## src/rtl/mac16_pkg.sv

```systemverilog
package mac16_pkg;
  // Controls sampled together with the result strobe
  typedef struct packed {
    logic acc;
    logic sub;
    logic rnd;
  } mac_ctl_t;
endpackage

```

## src/rtl/mac16_opreg.sv

```systemverilog
module mac16_opreg #(
  parameter int W = 16
) (
  input  logic         clk,
  input  logic         rst,
  input  logic         ce,
  input  logic [W-1:0] d,
  output logic [W-1:0] q
);
  always_ff @(posedge clk) begin
    if (rst)     q <= '0;
    else if (ce) q <= d;
  end
endmodule

```

## src/rtl/mac16_mult.sv

```systemverilog
module mac16_mult #(
  parameter int OP_W    = 16,
  parameter int GUARD_W = 3
) (
  input  logic [OP_W-1:0]           a,
  input  logic [OP_W-1:0]           b,
  input  logic                      tc,
  output logic [2*OP_W+GUARD_W-1:0] prod_ext
);
  localparam int PW = 2 * OP_W;

  logic [PW-1:0] s_prod;
  logic [PW-1:0] u_prod;

  always_comb begin
    s_prod = $signed({{OP_W{a[OP_W-1]}}, a}) * $signed({{OP_W{b[OP_W-1]}}, b});
    u_prod = {{OP_W{1'b0}}, a} * {{OP_W{1'b0}}, b};
    if (tc) prod_ext = {{GUARD_W{s_prod[PW-1]}}, s_prod};
    else    prod_ext = {{GUARD_W{1'b0}}, u_prod};
  end
endmodule

```

## src/rtl/mac16_accum.sv

```systemverilog
module mac16_accum
  import mac16_pkg::*;
#(
  parameter int ACC_W = 35,
  parameter int LS_W  = 16
) (
  input  logic [ACC_W-1:0] prev,
  input  logic [ACC_W-1:0] prod,
  input  mac_ctl_t         ctl,
  output logic [ACC_W-1:0] next
);
  localparam logic [ACC_W-1:0] HALF = ACC_W'(1) << (LS_W - 1);

  logic [ACC_W-1:0] sum;
  logic [ACC_W-1:0] rounded;

  always_comb begin
    if (!ctl.acc)     sum = prod;
    else if (ctl.sub) sum = prev - prod;
    else              sum = prev + prod;
    rounded = sum + HALF;
    if (ctl.rnd) next = {rounded[ACC_W-1:LS_W], sum[LS_W-1:0]};
    else         next = sum;
  end
endmodule

```

## src/rtl/mac16_resreg.sv

```systemverilog
module mac16_resreg #(
  parameter int GUARD_W = 3,
  parameter int F_W     = 16
) (
  input  logic                       clk,
  input  logic                       rst,
  input  logic                       ce,
  input  logic                       preload,
  input  logic                       ld_xt,
  input  logic                       ld_ms,
  input  logic                       ld_ls,
  input  logic [GUARD_W+2*F_W-1:0]   next,
  input  logic [GUARD_W-1:0]         xt_d,
  input  logic [F_W-1:0]             ms_d,
  input  logic [F_W-1:0]             ls_d,
  output logic [GUARD_W-1:0]         xt_q,
  output logic [F_W-1:0]             ms_q,
  output logic [F_W-1:0]             ls_q
);
  always_ff @(posedge clk) begin
    if (rst) begin
      xt_q <= '0;
      ms_q <= '0;
      ls_q <= '0;
    end else if (preload) begin
      if (ld_xt) xt_q <= xt_d;
      if (ld_ms) ms_q <= ms_d;
      if (ld_ls) ls_q <= ls_d;
    end else if (ce) begin
      {xt_q, ms_q, ls_q} <= next;
    end
  end
endmodule

```

## src/rtl/mac16_unit.sv

```systemverilog
module mac16_unit
  import mac16_pkg::*;
#(
  parameter int OP_W    = 16,
  parameter int GUARD_W = 3
) (
  input  logic               clk,
  input  logic               rst,
  input  logic [OP_W-1:0]    x_in,
  input  logic               x_ce,
  input  logic [OP_W-1:0]    y_in,
  input  logic               y_ce,
  input  logic               tc_in,
  input  logic               p_ce,
  input  logic               acc_in,
  input  logic               sub_in,
  input  logic               rnd_in,
  input  logic               preload,
  input  logic               xt_en,
  input  logic               ms_en,
  input  logic               ls_en,
  input  logic [GUARD_W-1:0] xt_din,
  input  logic [OP_W-1:0]    ms_din,
  output logic [GUARD_W-1:0] xt_dout,
  output logic               xt_oe,
  output logic [OP_W-1:0]    ms_dout,
  output logic               ms_oe,
  output logic [OP_W-1:0]    ls_dout,
  output logic               ls_oe
);
  localparam int ACC_W = 2 * OP_W + GUARD_W;

  logic [OP_W-1:0]  x_q;
  logic [OP_W-1:0]  y_q;
  logic             tc_q;
  logic [ACC_W-1:0] prod_ext;
  logic [ACC_W-1:0] next_res;
  mac_ctl_t         ctl;

  mac16_opreg #(.W(OP_W)) u_xreg (
    .clk(clk), .rst(rst), .ce(x_ce), .d(x_in), .q(x_q)
  );

  mac16_opreg #(.W(OP_W)) u_yreg (
    .clk(clk), .rst(rst), .ce(y_ce), .d(y_in), .q(y_q)
  );

  mac16_opreg #(.W(1)) u_tcreg (
    .clk(clk), .rst(rst), .ce(x_ce | y_ce), .d(tc_in), .q(tc_q)
  );

  mac16_mult #(.OP_W(OP_W), .GUARD_W(GUARD_W)) u_mult (
    .a(x_q), .b(y_q), .tc(tc_q), .prod_ext(prod_ext)
  );

  assign ctl = '{acc: acc_in, sub: sub_in, rnd: rnd_in};

  mac16_accum #(.ACC_W(ACC_W), .LS_W(OP_W)) u_accum (
    .prev({xt_dout, ms_dout, ls_dout}), .prod(prod_ext), .ctl(ctl), .next(next_res)
  );

  mac16_resreg #(.GUARD_W(GUARD_W), .F_W(OP_W)) u_res (
    .clk(clk), .rst(rst), .ce(p_ce), .preload(preload),
    .ld_xt(xt_en), .ld_ms(ms_en), .ld_ls(ls_en),
    .next(next_res), .xt_d(xt_din), .ms_d(ms_din), .ls_d(y_in),
    .xt_q(xt_dout), .ms_q(ms_dout), .ls_q(ls_dout)
  );

  assign xt_oe = xt_en & ~preload;
  assign ms_oe = ms_en & ~preload;
  assign ls_oe = ls_en & ~preload;
endmodule

```

## config.mk

```make
export PLATFORM = sky130hd
export DESIGN_NAME = mac16_unit
export DESIGN_NICKNAME = d
export VERILOG_FILES = /design/src/rtl/mac16_pkg.sv /design/src/rtl/mac16_opreg.sv /design/src/rtl/mac16_mult.sv /design/src/rtl/mac16_accum.sv /design/src/rtl/mac16_resreg.sv /design/src/rtl/mac16_unit.sv
export SDC_FILE = /design/constraint.sdc
export NUM_CORES = 1
export LEC_CHECK = 0
export BUFFER_PORTS_ARGS = -buffer_cell sky130_fd_sc_hd__buf_2
export CELL_PAD_IN_SITES_DETAIL_PLACEMENT = 1
export CELL_PAD_IN_SITES_GLOBAL_PLACEMENT = 1
export CORE_ASPECT_RATIO = 1.1
export CORE_MARGIN = 2
export CORE_UTILIZATION = 37
export DETAILED_ROUTE_END_ITERATION = 7
export GPL_TIMING_DRIVEN = 1
export PLACE_DENSITY_LB_ADDON = 0.1
export SETUP_SLACK_MARGIN = 0.05
export SLEW_MARGIN = 40
export SYNTH_ARGS = -nofsm -noshare
export SYNTH_HDL_FRONTEND = slang
export SYNTH_SLANG_ARGS = --single-unit
```

## constraint.sdc

```tcl
create_clock -name clk -period 12.54 [get_ports clk]
set_clock_uncertainty 0.15 [all_clocks]
set_input_delay 0 -clock clk [delete_from_list [all_inputs] [get_ports clk]]
set_output_delay 0 -clock clk [all_outputs]
set_load 0.01 [all_outputs]
```

==> results of run 1 <==
-- sequential cells by signal, summed over array words and instances (netlist names) --
signal / cells
u_res.ls_q: 16
u_res.ms_q: 16
u_xreg.q: 16
u_yreg.q: 16
u_res.xt_q: 3
u_tcreg.q: 1
-- logic make-up after synthesis --
kind of cell | share of synthesized area [%]
flip-flops | 6.32
multiplexers | 2.98
XOR/XNOR | 4.83
adder cells (fa/ha/maj) | 44.9
AO/OA/AOI/OAI | 13.7
buffers and inverters | 10.5
AND/OR/NAND/NOR | 16.7
-- cells in the final DEF, fill, tap and decap left out, types with 31 or more instances in the layout --
cell,count
nand2_1,262
fa_1,363
mux2i_1,54
dfxtp_1,58
o21ai_0,64
buf_2,101
and2_1,122
xnor2_1,71
ha_1,192
a21oi_1,152
dlygate4sd3_1,58
inv_1,481
nand3_1,31
xor2_1,46
nor2_1,162
nor3_1,31
-- worst paths after layout --
path / to / start / slack, ns
setup / recovery: u_res.xt_q[1] / u_xreg.q[8] / 1.05
hold / removal: u_res.ls_q[3] / rst / 0.03
setup reg to reg: u_res.xt_q[1] / u_xreg.q[8] / 1.05
hold reg to reg: u_res.ls_q[0] / u_res.ls_q[0] / 0.34
-- critical path, delay by kind of cell (launching register included) --
| family | cells | cell delay, ns |
|---|---|---|
| adders and majority gates | 8 | 3.64 |
| and+or+nand+nor | 12 | 3.25 |
| AOI/OAI and AO/OA | 10 | 2.66 |
| DFF | 1 | 0.86 |
| xor gates and xnor gates | 3 | 0.46 |
| buffers and inverters | 5 | 0.35 |
-- final cells by class --
| cell class | instances | area share (%) |
|---|---|---|
| Timing Repair Buffer | 172 | 5.04 |
| Clock buffer | 9 | 0.957 |
| Inverter | 482 | 7.68 |
| Multi-Input combinational cell | 1924 | 76.1 |
| Tap cell | 752 | 4.00 |
| Sequential cell | 68 | 5.85 |
| Clock inverter | 7 | 0.335 |
-- metrics by stage --
stage	total power, mW	std cells	worst slack, ns
after global routing	2.22	3414	0.243
after floorplan	1.31	2581	2.44
after global placement	1.70	3340	1.17
after CTS	2.04	3414	0.949
final	2.02	3414	1.05
after detailed placement	1.71	3340	1.04
-- metal layers --
| metal | up-vias | global-route usage, % |
|---|---|---|
| met3 | 83 | 2.03 |
| met2 | 330 | 42.9 |
| met4 | 0 | 6.07 |
| met1 | 9246 | 34.8 |
| met5 | - | 0 |
| li1 | 8496 | - |
-- power by group through the flow --
stage / clock network, mW / logic (mW) / registers [mW]
detailed placement: 0 / 1.42 / 0.292
finish: 0.288 / 1.45 / 0.288
CTS: 0.301 / 1.46 / 0.288
global route: 0.306 / 1.62 / 0.292
floorplan: 0 / 1.05 / 0.261
global placement: 0 / 1.41 / 0.291
==> run_results.csv, run 1 <==
group,metric,value,unit
power_and_ir_drop,swShare,52.5,%
power_and_ir_drop,leakage,11.5,nW
setup_path,setup.worst_path.end_class,"register",
clocking,hold_buffers,58,
global_routing,grt_pass1_wl,117000,um
synthesis,synth-seq-area-share,6.32,%
detailed_routing,routed_via_density,5.32,
clocking,cts_tree,"yes",
setup_path,ff2ff_path_depth,38,
timing,rsz0062_at_grt,"false",
detailed_routing,ant_nets,0,
synthesis,yosysTopAreaCellShare,33.7,%
cells_and_area,drive_above_1_share,6.72,%
synthesis,mappedNetlistArea,21500,um2
detailed_routing,wl_met1,33400,um
synthesis,async_flop_share,0,%
floorplan,start_util,37.5,%
floorplan,pin_count,102,
setup_path,arrival,11.60,ns
synthesis,syn_nets,3200,
timing,fmax,0.0871,GHz
clocking,cts_resized,0,
floorplan,core,57400,um2
synthesis,synthTopCellsByArea,"fa_1, ha_1, inv_1",
setup_path,crit_required,12.66,ns
place,gp_congestion,0.882,
worst_hold_path,hold_path_class,"input port to register",
power_and_ir_drop,p_clk_share,14.2,%
setup_path,max_stage_delay,0.86,ns
setup_path,critPathLaunchType,"register",
synthesis,yosys_warnings,0,
timing,drv_slew,0,
power_and_ir_drop,cell_internal_pwr,961,uW
clocking,htree_levels,3,
detailed_routing,top_layer_used,"met4",
floorplan,rows,92,
clocking,root_buffer,"clkbuf_16",
global_routing,grt_pass1_vias,20201,
run,cap_violations,0,
timing,whs,0.0255,ns
global_routing,grt_max_degree,69,
place,post_dp_cell_area,22600,um2
synthesis,syn_area_per_cell,8.35,um2
floorplan,die_h,257,um
cells_and_area,area_growth,9.27,%
synthesis,yosysTopAreaCell,"fa_1",
detailed_routing,wl_met3,2340,um
detailed_routing,wl_per_cell,21.4,um
clocking,clkLatencyLatePin,0.39,ns
power_and_ir_drop,p_comb_share,71.5,%
synthesis,synth_commonest_cells,"inv_1, fa_1, nand2_1",
place,dp_hpwl,63000,um
timing,period_share,91.6,%
clocking,clock_path_buffers,2,
synthesis,ys_ff_latch,68,
worst_hold_path,whs_path_depth,3,
clocking,cts.sinks,68,
place,io_buffers,101,
cells_and_area,fin_area,23500,um2
timing,setup_violations,0,
floorplan,dieArea,60200,um2
synthesis,synth_cells,2581,
detailed_routing,routed-wl-met2,35900,um
detailed_routing,wl,73200,um
setup_path,critPathSlowestCell,"dfxtp_1",
synthesis,synth_edf_count,0,
detailed_routing,drt_first_iter_violations,786,
cells_and_area,regArea,1380,um2
clocking,cts_buffers,9,
floorplan,die_w,234,um
synthesis,yosysMostFrequentCell,"inv_1",
cells_and_area,nets,3276,
clocking,clk_pin_slew,0.07,ns
synthesis,netlist-cell-type-count,96,
timing,tightest_slew,0.851,ns
timing,finalHoldViolCount,0,
global_routing,overflow,0,
cells_and_area,utilization,41.0,%
timing,tns,0,ns
clocking,postCtsSetupBuffers,0,
detailed_routing,num_vias,18155,
cells_and_area,fillerInstances,6875,
outcome,status,"complete, no violations",
synthesis,ys.flop_type,"dfxtp_1",
power_and_ir_drop,seqPwrFrac,14.2,%
power_and_ir_drop,power_switching,1.06,mW
power_and_ir_drop,power_density,86.0,nW/um2
cells_and_area,insertedDiodeCount,0,
global_routing,antenna_found_initial,4,
timing,relSlewSlack,43.2,%
power_and_ir_drop,ir_worst_vdd,0.0000882,V
cells_and_area,multiInputGateArea,17900,um2
timing,min_period,11.49,ns
global_routing,grt_usage,25.3,%
detailed_routing,drc,0,
setup_path,path_max_fanout,18,
setup_path,critPathKind,"register to register",
detailed_routing,dr.pass1.iters,5,
Note: power is estimated with default switching activity, not from simulation.
==> inputs of run 2 (changes only) <==
--- a/config.mk
+++ b/config.mk
@@ -10,7 +10,7 @@
 export CELL_PAD_IN_SITES_GLOBAL_PLACEMENT = 1
 export CORE_ASPECT_RATIO = 1.1
 export CORE_MARGIN = 2
-export CORE_UTILIZATION = 37
+export CORE_UTILIZATION = 50
 export DETAILED_ROUTE_END_ITERATION = 7
 export GPL_TIMING_DRIVEN = 1
 export PLACE_DENSITY_LB_ADDON = 0.1
==> run_results.csv, run 2 (synthesized netlist as in run 1, its figures left out) <==
group,metric,value,unit
setup_path,critPathKind,"register to register",
clocking,cts_buffers,9,
power_and_ir_drop,ir_worst_vdd,0.000124,V
cells_and_area,regArea,1370,um2
power_and_ir_drop,p_comb_share,71.5,%
power_and_ir_drop,cell_internal_pwr,982,uW
cells_and_area,drive_above_1_share,6.78,%
detailed_routing,dr.pass1.iters,5,
setup_path,crit_required,12.66,ns
clocking,clkLatencyLatePin,0.39,ns
global_routing,grt_pass1_vias,21027,
setup_path,arrival,11.60,ns
global_routing,grt_max_degree,69,
floorplan,rows,79,
cells_and_area,insertedDiodeCount,0,
detailed_routing,routed-wl-met2,34900,um
timing,tightest_slew,0.906,ns
detailed_routing,num_vias,18766,
timing,fmax,0.0871,GHz
clocking,cts_resized,0,
detailed_routing,drt_first_iter_violations,1000,
detailed_routing,drc,0,
setup_path,path_max_fanout,18,
power_and_ir_drop,power_density,87.1,nW/um2
timing,drv_slew,0,
floorplan,start_util,50.8,%
detailed_routing,wl_met1,30300,um
timing,min_period,11.48,ns
setup_path,crit_top_cell,"fa_1",
place,dp.cells,3163,
clocking,clk_pin_slew,0.08,ns
power_and_ir_drop,power.total,2.04,mW
power_and_ir_drop,seqPwrFrac,13.8,%
detailed_routing,routed_via_density,5.80,
floorplan,core,42400,um2
floorplan,pin_count,102,
global_routing,overflow,0,
worst_hold_path,hold_path_class,"input port to register",
place,post_dp_cell_area,22500,um2
power_and_ir_drop,leakage,11.6,nW
clocking,clock_path_buffers,2,
place,io_buffers,101,
detailed_routing,wl_met3,3930,um
cells_and_area,final_common_cell,"inv_1",
cells_and_area,nets,3285,
timing,finalHoldViolCount,0,
cells_and_area,final_cell_mix,"inv_1, fa_1, nand2_1",
floorplan,die_h,222,um
timing,setup_violations,0,
cells_and_area,multiInputGateArea,17900,um2
timing,rsz0062_at_grt,"false",
global_routing,grt_pass1_wl,116000,um
detailed_routing,top_layer_used,"met5",
detailed_routing,ant_nets,0,
power_and_ir_drop,swShare,51.8,%
outcome,status,"complete, no violations",
clocking,cts.sinks,68,
floorplan,dieArea,44800,um2
timing,relSlewSlack,39.5,%
cells_and_area,layout.cells.non_filler,3238,
cells_and_area,fillerInstances,5091,
setup_path,max_stage_delay,0.89,ns
timing,tns,0,ns
timing,setup_ws,1.06,ns
floorplan,die_w,202,um
place,gp_congestion,0.904,
power_and_ir_drop,p_clk_share,14.7,%
place,dp_slack,1.25,ns
place,dp_hpwl,59100,um
timing,period_share,91.5,%
clocking,cts_tree,"yes",
clocking,htree_levels,3,
clocking,postCtsSetupBuffers,0,
cells_and_area,fin_area,23400,um2
clocking,root_buffer,"clkbuf_16",
power_and_ir_drop,power_switching,1.05,mW
clocking,hold_buffers,59,
setup_path,critPathSlowestCell,"dfxtp_1",
setup_path,setup.worst_path.end_class,"register",
detailed_routing,wl_per_cell,22.1,um
setup_path,critPathLaunchType,"register",
cells_and_area,area_growth,8.55,%
detailed_routing,wl,71500,um
global_routing,grt_usage,33.0,%
global_routing,antenna_found_initial,2,
run,cap_violations,0,
==> run 2: changes by cell type in the layout (fill, tap and decap cells not counted), sizes merged <==
cell / before / now
bufinv: 1 / 2
clkinv: 1 / 3
buf: 114 / 122
dlygate4sd3: 58 / 59
inv: 486 / 483
==> run 2: path summary, 6_finish.rpt <==
kind         cells after the start  slack (ns)        endpoint      startpoint
min                              3        0.05     u_xreg.q[0]            x_ce
min reg2reg                      2        0.33  u_res.ls_q[11]  u_res.ls_q[11]
max                             37        1.06   u_res.xt_q[1]    u_xreg.q[11]
max reg2reg                     37        1.06   u_res.xt_q[1]    u_xreg.q[11]
==> run 2: layout make-up <==
cell class | count | share of cell area [%]
clock buffer | 9 | 0.963
inverter | 482 | 7.74
timing repair buffer | 181 | 5.36
sequential | 68 | 5.84
tap | 567 | 3.03
multi-input combinational | 1924 | 76.6
clock inverter | 7 | 0.423
==> run 2: power groups by stage <==
stage,combinational (mW),sequential (mW),clock (mW)
3_5_place_dp,1.41,0.282,0
5_1_grt,1.62,0.282,0.314
3_3_place_gp,1.37,0.281,0
6_report,1.46,0.281,0.299
4_1_cts,1.44,0.278,0.301
2_1_floorplan,1.05,0.261,0
==> run 2: critical path, delay by kind of cell (launching register included) <==
kind	cells	cell delay, ns
adders and majority gates	8	3.81
DFF	1	0.89
xor gates and xnor gates	3	0.46
and+or+nand+nor	11	2.86
buffers and inverters	5	0.30
AOI/OAI and AO/OA	9	2.70
muxes	1	0.15
==> run 2: metal layers <==
layer / GRT usage, % / up-vias
met4: 10.9 / 4
met2: 55.7 / 518
met1: 43.1 / 9557
met3: 5.56 / 153
met5: 0 / -
li1: - / 8534
==> run 2: through the flow <==
stage                     util [%]  hold WS [ns]
after floorplan                  -       -0.0603
final                         55.2        0.0524
after global routing          55.2        0.0491
after global placement        53.0        0.0812
after CTS                     55.1        0.0170
after detailed placement      53.0        0.0952
